`src/rtl/codec_irq_pkg.sv`:
```
package codec_irq_pkg;
  localparam int REG_W = 8;
  localparam logic IDX_CTRL = 1'b0;
  localparam logic IDX_FLAG = 1'b1;

  typedef enum logic [1:0] {
    FORM_LVL_HI = 2'd0,
    FORM_LVL_LO = 2'd1,
    FORM_PLS_HI = 2'd2,
    FORM_PLS_LO = 2'd3
  } irq_form_e;
endpackage

```
`src/rtl/codec_jack_debounce.sv`:
```
module codec_jack_debounce #(
  parameter int SYNC_STAGES = 2,
  parameter int DEB_LEN     = 4
) (
  input  logic clk,
  input  logic rst,
  input  logic raw_i,
  output logic level_o,
  output logic change_o
);
  localparam int CNT_W = (DEB_LEN > 1) ? $clog2(DEB_LEN) : 1;

  logic [SYNC_STAGES-1:0] sync_q;
  logic [CNT_W-1:0]       cnt_q;
  logic                   level_q;
  logic                   differ;

  for (genvar g = 0; g < SYNC_STAGES; g++) begin : g_sync
    if (g == 0) begin : g_first
      always_ff @(posedge clk) begin
        if (rst) sync_q[0] <= 1'b0;
        else     sync_q[0] <= raw_i;
      end
    end else begin : g_next
      always_ff @(posedge clk) begin
        if (rst) sync_q[g] <= 1'b0;
        else     sync_q[g] <= sync_q[g-1];
      end
    end
  end

  assign differ   = sync_q[SYNC_STAGES-1] != level_q;
  assign change_o = differ && (cnt_q == CNT_W'(DEB_LEN - 1));

  always_ff @(posedge clk) begin
    if (rst) begin
      cnt_q   <= '0;
      level_q <= 1'b0;
    end else if (change_o) begin
      cnt_q   <= '0;
      level_q <= sync_q[SYNC_STAGES-1];
    end else if (differ) begin
      cnt_q   <= cnt_q + 1'b1;
    end else begin
      cnt_q   <= '0;
    end
  end

  assign level_o = level_q;

  AST_DEB_AGREE: assert property (@(posedge clk) disable iff (rst)
    (level_q != $past(level_q)) |-> (level_q == $past(sync_q[SYNC_STAGES-1])));
endmodule

```
`src/rtl/codec_irq_flags.sv`:
```
module codec_irq_flags #(
  parameter int FLAG_W = 6
) (
  input  logic              clk,
  input  logic              rst,
  input  logic [FLAG_W-1:0] set_i,
  input  logic [FLAG_W-1:0] clr_i,
  output logic [FLAG_W-1:0] flags_o
);
  logic [FLAG_W-1:0] flags_q;

  for (genvar b = 0; b < FLAG_W; b++) begin : g_bit
    always_ff @(posedge clk) begin
      if (rst)           flags_q[b] <= 1'b0;
      else if (set_i[b]) flags_q[b] <= 1'b1;
      else if (clr_i[b]) flags_q[b] <= 1'b0;
    end
  end

  assign flags_o = flags_q;

  AST_EVT_WINS: assert property (@(posedge clk) disable iff (rst)
    (set_i != '0) |=> ((flags_q & $past(set_i)) == $past(set_i)));
  AST_CLR_TAKES: assert property (@(posedge clk) disable iff (rst)
    ((clr_i & ~set_i) != '0) |=> ((flags_q & $past(clr_i & ~set_i)) == '0));
  AST_STICKY_HOLD: assert property (@(posedge clk) disable iff (rst)
    (set_i == '0 && clr_i == '0) |=> $stable(flags_q));
endmodule

```
`src/rtl/codec_irq_out.sv`:
```
module codec_irq_out
  import codec_irq_pkg::*;
(
  input  logic      clk,
  input  logic      rst,
  input  irq_form_e form_i,
  input  logic      pend_i,
  output logic      irq_o
);
  logic pend_prev_q;
  logic irq_q;
  logic rise;

  assign rise = pend_i && !pend_prev_q;

  always_ff @(posedge clk) begin
    if (rst) begin
      pend_prev_q <= 1'b0;
      irq_q       <= 1'b0;
    end else begin
      pend_prev_q <= pend_i;
      unique case (form_i)
        FORM_LVL_HI: irq_q <= pend_i;
        FORM_LVL_LO: irq_q <= !pend_i;
        FORM_PLS_HI: irq_q <= rise;
        FORM_PLS_LO: irq_q <= !rise;
        default:     irq_q <= 1'b0;
      endcase
    end
  end

  assign irq_o = irq_q;

  AST_PULSE_SINGLE: assert property (@(posedge clk) disable iff (rst)
    ($past(form_i) == FORM_PLS_HI && $past(form_i, 2) == FORM_PLS_HI && irq_q)
      |-> !$past(irq_q));
endmodule

```
`src/rtl/codec_irq_unit.sv`:
```
module codec_irq_unit
  import codec_irq_pkg::*;
#(
  parameter int NUM_SRC     = 5,
  parameter int DEB_LEN     = 4,
  parameter int SYNC_STAGES = 2
) (
  input  logic               clk,
  input  logic               rst,
  input  logic               reg_wr,
  input  logic               reg_sel,
  input  logic [7:0]         reg_wdata,
  input  logic [NUM_SRC-1:0] evt_i,
  input  logic               jack_i,
  output logic [7:0]         ctrl_o,
  output logic [7:0]         flag_o,
  output logic               irq_o
);
  localparam int FLAG_W = NUM_SRC + 1;
  localparam int PAD_W  = REG_W - FLAG_W - 1;

  logic [REG_W-1:0]  ctrl_q;
  logic [FLAG_W-1:0] sticky;
  logic [FLAG_W-1:0] clr_vec;
  logic [FLAG_W-1:0] set_vec;
  logic              jack_lvl;
  logic              jack_chg;
  logic              pend;
  irq_form_e         form;

  always_ff @(posedge clk) begin
    if (rst)                              ctrl_q <= '0;
    else if (reg_wr && reg_sel == IDX_CTRL) ctrl_q <= reg_wdata;
  end

  assign clr_vec = (reg_wr && reg_sel == IDX_FLAG) ? reg_wdata[FLAG_W-1:0] : '0;
  assign set_vec = {jack_chg, evt_i};
  assign pend    = |(sticky & ~ctrl_q[FLAG_W-1:0]);
  assign form    = irq_form_e'(ctrl_q[REG_W-1:REG_W-2]);

  codec_jack_debounce #(.SYNC_STAGES(SYNC_STAGES), .DEB_LEN(DEB_LEN)) u_deb (
    .clk(clk), .rst(rst), .raw_i(jack_i), .level_o(jack_lvl), .change_o(jack_chg)
  );

  codec_irq_flags #(.FLAG_W(FLAG_W)) u_flags (
    .clk(clk), .rst(rst), .set_i(set_vec), .clr_i(clr_vec), .flags_o(sticky)
  );

  codec_irq_out u_out (
    .clk(clk), .rst(rst), .form_i(form), .pend_i(pend), .irq_o(irq_o)
  );

  assign ctrl_o = ctrl_q;
  if (PAD_W > 0) begin : g_pad
    assign flag_o = {{PAD_W{1'b0}}, jack_lvl, sticky};
  end else begin : g_nopad
    assign flag_o = {jack_lvl, sticky};
  end

  AST_LEVEL_HIGH: assert property (@(posedge clk) disable iff (rst)
    ($past(ctrl_o[7:6]) == 2'd0) |-> (irq_o == $past(|(flag_o[5:0] & ~ctrl_o[5:0]))));
  AST_LEVEL_LOW: assert property (@(posedge clk) disable iff (rst)
    ($past(ctrl_o[7:6]) == 2'd1) |-> (irq_o != $past(|(flag_o[5:0] & ~ctrl_o[5:0]))));
  AST_JACK_EVENT: assert property (@(posedge clk) disable iff (rst)
    (flag_o[6] != $past(flag_o[6])) |-> flag_o[5]);
  AST_TOP_BIT_ZERO: assert property (@(posedge clk) disable iff (rst)
    (reg_wr && reg_sel) |=> !flag_o[7]);
endmodule

```
`config.mk`:
```
export PLATFORM = sky130hd
export DESIGN_NAME = codec_irq_unit
export DESIGN_NICKNAME = d
export VERILOG_FILES = /design/src/rtl/codec_irq_pkg.sv /design/src/rtl/codec_jack_debounce.sv /design/src/rtl/codec_irq_flags.sv /design/src/rtl/codec_irq_out.sv /design/src/rtl/codec_irq_unit.sv
export SDC_FILE = /design/constraint.sdc
export NUM_CORES = 1
export LEC_CHECK = 0
export BUFFER_PORTS_ARGS = -buffer_cell sky130_fd_sc_hd__buf_4
export CORE_MARGIN = 4
export CORE_UTILIZATION = 45
export DETAILED_ROUTE_END_ITERATION = 10
export PLACE_DENSITY = 0.79
export SLEW_MARGIN = 25
export SYNTH_ARGS = -nofsm -noshare
export SYNTH_HDL_FRONTEND = slang
export SYNTH_SLANG_ARGS = --single-unit
export TNS_END_PERCENT = 30
```
`constraint.sdc`:
```
create_clock -name clk -period 1.1 [get_ports clk]
set_input_delay 0.055 -clock clk [delete_from_list [all_inputs] [get_ports clk]]
set_output_delay 0.055 -clock clk [all_outputs]
set_load 0.02 [all_outputs]
```
### Word level (Yosys, flattened, before mapping)

Index checks and enable logic that the tools add are counted.

| word-level totals | value |
|---|---|
| input bits | 18 |
| output and inout port bits | 17 |
| logic and storage cells | 53 |
| flip-flop bits (word level) | 21 |

| cells by class | value |
|---|---|
| reductions and logical operators | 16 |
| muxes and demuxes | 14 |
| add/sub/neg operators | 1 |
| bitwise operators | 4 |
| eq/ne operators | 5 |

Operators with widths:

| operator | number |
|---|---|
| 1-bit 2-to-1 mux | 12 |
| 2-bit nonzero test | 6 |
| 6-bit bitwise AND | 1 |
| 2-bit == test, second input constant | 3 |
| 6-bit 2-to-1 mux | 1 |
| 6-bit NOT | 1 |
| 6-bit OR reduction | 1 |
| 1-bit logical AND | 4 |
| 1-bit case mux with 4 select lines | 1 |
| 1-bit logical NOT | 3 |
| 3-bit OR reduction | 1 |
| 2-bit by 1-bit adder with 2-bit output, second input constant | 1 |
| 2-bit by 1-bit == test with 1-bit output, second input constant | 1 |
| 2-bit logical NOT | 1 |
| 1-bit NOT | 2 |
| 1-bit != test | 1 |

### Depth between registers and ports, before layout

| logic depth | value |
|---|---|
| depth after elaboration | 6 |
| depth in mapped cells | 5 |
| mapped depth without buffers | 4 |

### Hierarchy

A second synthesis with hierarchy kept.

| second synthesis, totals | value |
|---|---|
| cells, all modules | 92 |
| area, all modules | 922.1 um^2 |

Modules (own cells, without submodules):

| module | seq. area each (um^2) | area an instance (um^2) | cells each | times used |
|---|---|---|---|---|
| codec_irq_unit | 160.2 | 410.4 | 46 | 1 |
| codec_irq_flags | 120.1 | 255.2 | 24 | 1 |
| codec_jack_debounce | 100.1 | 173.9 | 15 | 1 |
| codec_irq_out | 40.0 | 82.6 | 7 | 1 |

### Least setup slack after synthesis

Ideal clock, no wire load.

| timing | value |
|---|---|
| path type | flip-flop to flip-flop |
| from | register u_flags.flags_q[1], in the netlist u_flags.flags_o[1] |
| to | register u_out.irq_q, in the netlist u_out.irq_o |
| setup time | 127 ps |
| data arrival time | 983 ps |
| clock period less this slack | 1,111 ps |
| cell stages (with the launch flop) | 5 |
| buffers on the path | 0 |
| setup slack | -11 ps |
| required time | 973 ps |
| path through | dfxtp_1 -> inv_1 -> o2111ai_2 -> mux2i_1 -> o211ai_1 |

| between the ends | value |
|---|---|
| word-level cells in the longest chain between the ends | 5 |
| elaborated cells on any way between the ends | 6 |
| those cells by class | mux (1); bitwise (1); reduce/logical (4) |

RTL lines:

| element | RTL line | source |
|---|---|---|
| start: declaration | codec_irq_flags.sv:10 | `logic [FLAG_W-1:0] flags_q;` |
| start signal: indexed assignment | codec_irq_flags.sv:14 | `if (rst) flags_q[b] <= 1'b0;` |
| start signal: indexed assignment | codec_irq_flags.sv:15 | `else if (set_i[b]) flags_q[b] <= 1'b1;` |
| start signal: indexed assignment | codec_irq_flags.sv:16 | `else if (clr_i[b]) flags_q[b] <= 1'b0;` |
| 6-bit bitwise AND * | codec_irq_unit.sv:38 | `assign pend = \|(sticky & ~ctrl_q[FLAG_W-1:0]);` |
| 6-bit OR reduction * | codec_irq_unit.sv:38 |  |
| 1-bit logical AND | codec_irq_out.sv:14 | `assign rise = pend_i && !pend_prev_q;` |
| 1-bit logical NOT | codec_irq_out.sv:26 | `FORM_PLS_LO: irq_q <= !rise;` |
| 1-bit case mux with 4 select lines * | codec_irq_out.sv:22 | `unique case (form_i)` |
| end signal: assignment | codec_irq_out.sv:23 | `FORM_LVL_HI: irq_q <= pend_i;` |
| end signal: assignment | codec_irq_out.sv:24 | `FORM_LVL_LO: irq_q <= !pend_i;` |
| end signal: assignment | codec_irq_out.sv:26 |  |
| end: declaration | codec_irq_out.sv:11 | `logic irq_q;` |

Mark *: on every way between the ends. The rest lies on a longest branch, timed or not.
A chain may end at the register's enable or synchronous reset.

### Final worst setup path

Ends and elaborated chain as after synthesis.

==> results.json <==
{
  "post-synth-top-area-fraction": 0.491,
  "dieArea_mm2": 0.00266,
  "synth_edf_count": 0,
  "clk_pin_slew_ps": 100,
  "power_frac_comb": 0.198,
  "reg2reg_from": "u_flags.flags_o[1]",
  "final_layout_size_suffix_gt1_frac": 0.321,
  "cts_tree": "done",
  "dieHeight_um": 51.6,
  "fill_cells": 157,
  "worstSetupStartpointType": "flop",
  "synthTopCellsByArea": "dfxtp_1, mux2i_1, nor2_1",
  "arrival_ps": 1200,
  "final_cells": 159,
  "setup_viol": 0,
  "grt_pass1_vias": 744,
  "power_leakage_nw": 0.560,
  "hp-start": "reg_wdata[6]",
  "layout_min_cycle_time_ps": 1010,
  "max_cap_viol_count": 0,
  "dr.pass1.iters": 4,
  "synth_largest_area_cell": "dfxtp_1",
  "ios": 35,
  "core_mm2": 0.00176,
  "skew_ps": 8.08,
  "seqPwrFrac": 0.561,
  "fp.dieW_um": 51.6,
  "route.detailed.drc": 0,
  "routed_wl_um": 1960,
  "p_switching_mw": 0.389,
  "final_area_mm2": 0.00125,
  "h-tree-depth": 1,
  "clock_power_share": 0.241,
  "antenna_left": 0,
  "syn_area_um2": 856,
  "portBuffers": 33,
  "rows": 15,
  "setup-tns-final_ps": 0,
  "place_area_mm2": 0.00110,
  "synth-seq-cells": 21,
  "initial_core_util": 0.485,
  "p_int_mw": 1.09,
  "cp-end-kind": "flop",
  "clkSinkCount": 21,
  "num_antenna_cells": 0,
  "clockBufferDepth": 2,
  "area_growth_pct": 46.2,
  "track_usage": 0.166,
  "numCtsBuffers": 3,
  "cts_resized": 0,
  "synth_nets": 109,
  "ir_drop_mv": 0.946,
  "hold_path_class": "input pin to flop",
  "grt_max_degree": 23,
  "yosysUniqueCellTypes": 25,
  "synth_area_per_cell_um2": 9.51,
  "yosysMostFrequentCell": "dfxtp_1",
  "startpoint": "u_flags.flags_o[1]",
  "hpwl_um": 1420,
  "worst_ep_required_time_ps": 1290,
  "viasPerCell": 4.82,
  "fin_util": 0.709,
  "period_share": 0.917,
  "vias": 767,
  "p_sw_frac": 0.262,
  "gp_congestion": 0.751,
  "cp_max_fo": 3,
  "grt.overflow.total": 0,
  "synth_async_sr_flop_share": 0,
  "place_inst": 143,
  "final_max_slew_viol_count": 0,
  "yosysWarnings": 0,
  "antenna_found_initial": 0,
  "synth_ff_type": "dfxtp_1",
  "cts_root_buf": "clkbuf_4",
  "criticalPathCategory": "flop to flop",
  "wl_per_cell_um": 12.4,
  "first_iter_violations": 16,
  "grt_pass1_wl_um": 3290,
  "yosysSeqAreaShare": 0.491,
  "seqCellArea_um2": 422,
  "timing.fmax_mhz": 992,
  "power.total_mw": 1.48,
  "multi_input_area_um2": 384,
  "layout.nets": 154,
  "status": "complete, no violations",
  "power_density_mw_per_mm2": 1190,
  "rsz0062_at_grt": "false",
  "finalHoldViolCount": 0,
  "clk_latency_ps": 300,
  "synth_cells": 90,
  "synth_commonest_cells": "dfxtp_1, nor2_1, mux2i_1"
}
==> per-layer routing <==
layer,track usage,share of wire,vias to the layer above
met2,0.303,0.51,31
met5,0,0,-
li1,-,-,381
met1,0.174,0.39,353
met4,0.0480,0.0061,0
met3,0.0630,0.095,2
==> power by group through the flow <==
stage	logic [mW]	registers [mW]	clock network (mW)
final	0.294	0.832	0.358
after global routing	0.321	0.840	0.399
after CTS	0.295	0.831	0.374
after detailed placement	0.261	0.849	0
after global placement	0.254	0.847	0
after floorplan	0.108	0.884	0
==> cell type report <==
| cell class | instances | share of cell area |
|---|---|---|
| flip-flops and latches | 21 | 0.337 |
| multi-input cells | 60 | 0.307 |
| inverters | 3 | 0.00900 |
| clock inverters | 1 | 0.00400 |
| well taps | 25 | 0.0250 |
| repair buffers | 46 | 0.300 |
| clock buffers | 3 | 0.0180 |
==> state kept, by name, summed over array words and instances, names as in the netlist <==
name               flops
ctrl_o                 8
u_flags.flags_o        6
u_deb.cnt_q            2
u_deb.sync_q           2
u_deb.level_o          1
u_out.irq_o            1
u_out.pend_prev_q      1
==> logic make-up after synthesis <==
family                   synth area share
AND/OR/NAND/NOR                     0.205
flip-flops                          0.491
AO/OA/AOI/OAI                      0.0980
multiplexers                        0.117
buffers and inverters              0.0599
adder cells (fa/ha/maj)            0.0146
other                             0.00438
XOR/XNOR                           0.0102
==> worst max-delay path, cell delays in order (launching register included) <==
cell and delay (ps):
dfxtp_2 350, inv_1 50, o2111ai_2 190, mux2i_1 210, o211ai_1 100
==> cells in the final DEF (no fill, tap or decap), drive strengths merged, types with 3 or more instances in the layout <==
cell,count
nor2b,4
nand2b,4
nand2,8
buf,34
dlygate4sd3,12
mux2i,10
a21oi,6
dfxtp,21
nor2,17
clkbuf,3
inv,3
==> worst paths after layout <==
path	end	slack, ps	depth (start not counted)
setup / recovery	u_out.irq_o	90	4
hold / removal	ctrl_o[6]	10	3
setup reg to reg	u_out.irq_o	90	4
hold reg to reg	u_deb.cnt_q[0]	450	1
==> timing repair <==
action | in CTS | in global routing
setup buffers | 0 | 0
hold endpoints to repair | 12 | 0
hold buffers | 12 | 0
==> stage by stage <==
stage,hold WS (ps),worst slack (ps)
after global placement,261,136
after global routing,56.1,6.50
after detailed placement,269,107
after CTS,5.61,90.1
final,13.3,91.6
after floorplan,172,17.6
No activity file was read; power rests on OpenSTA's default activity.
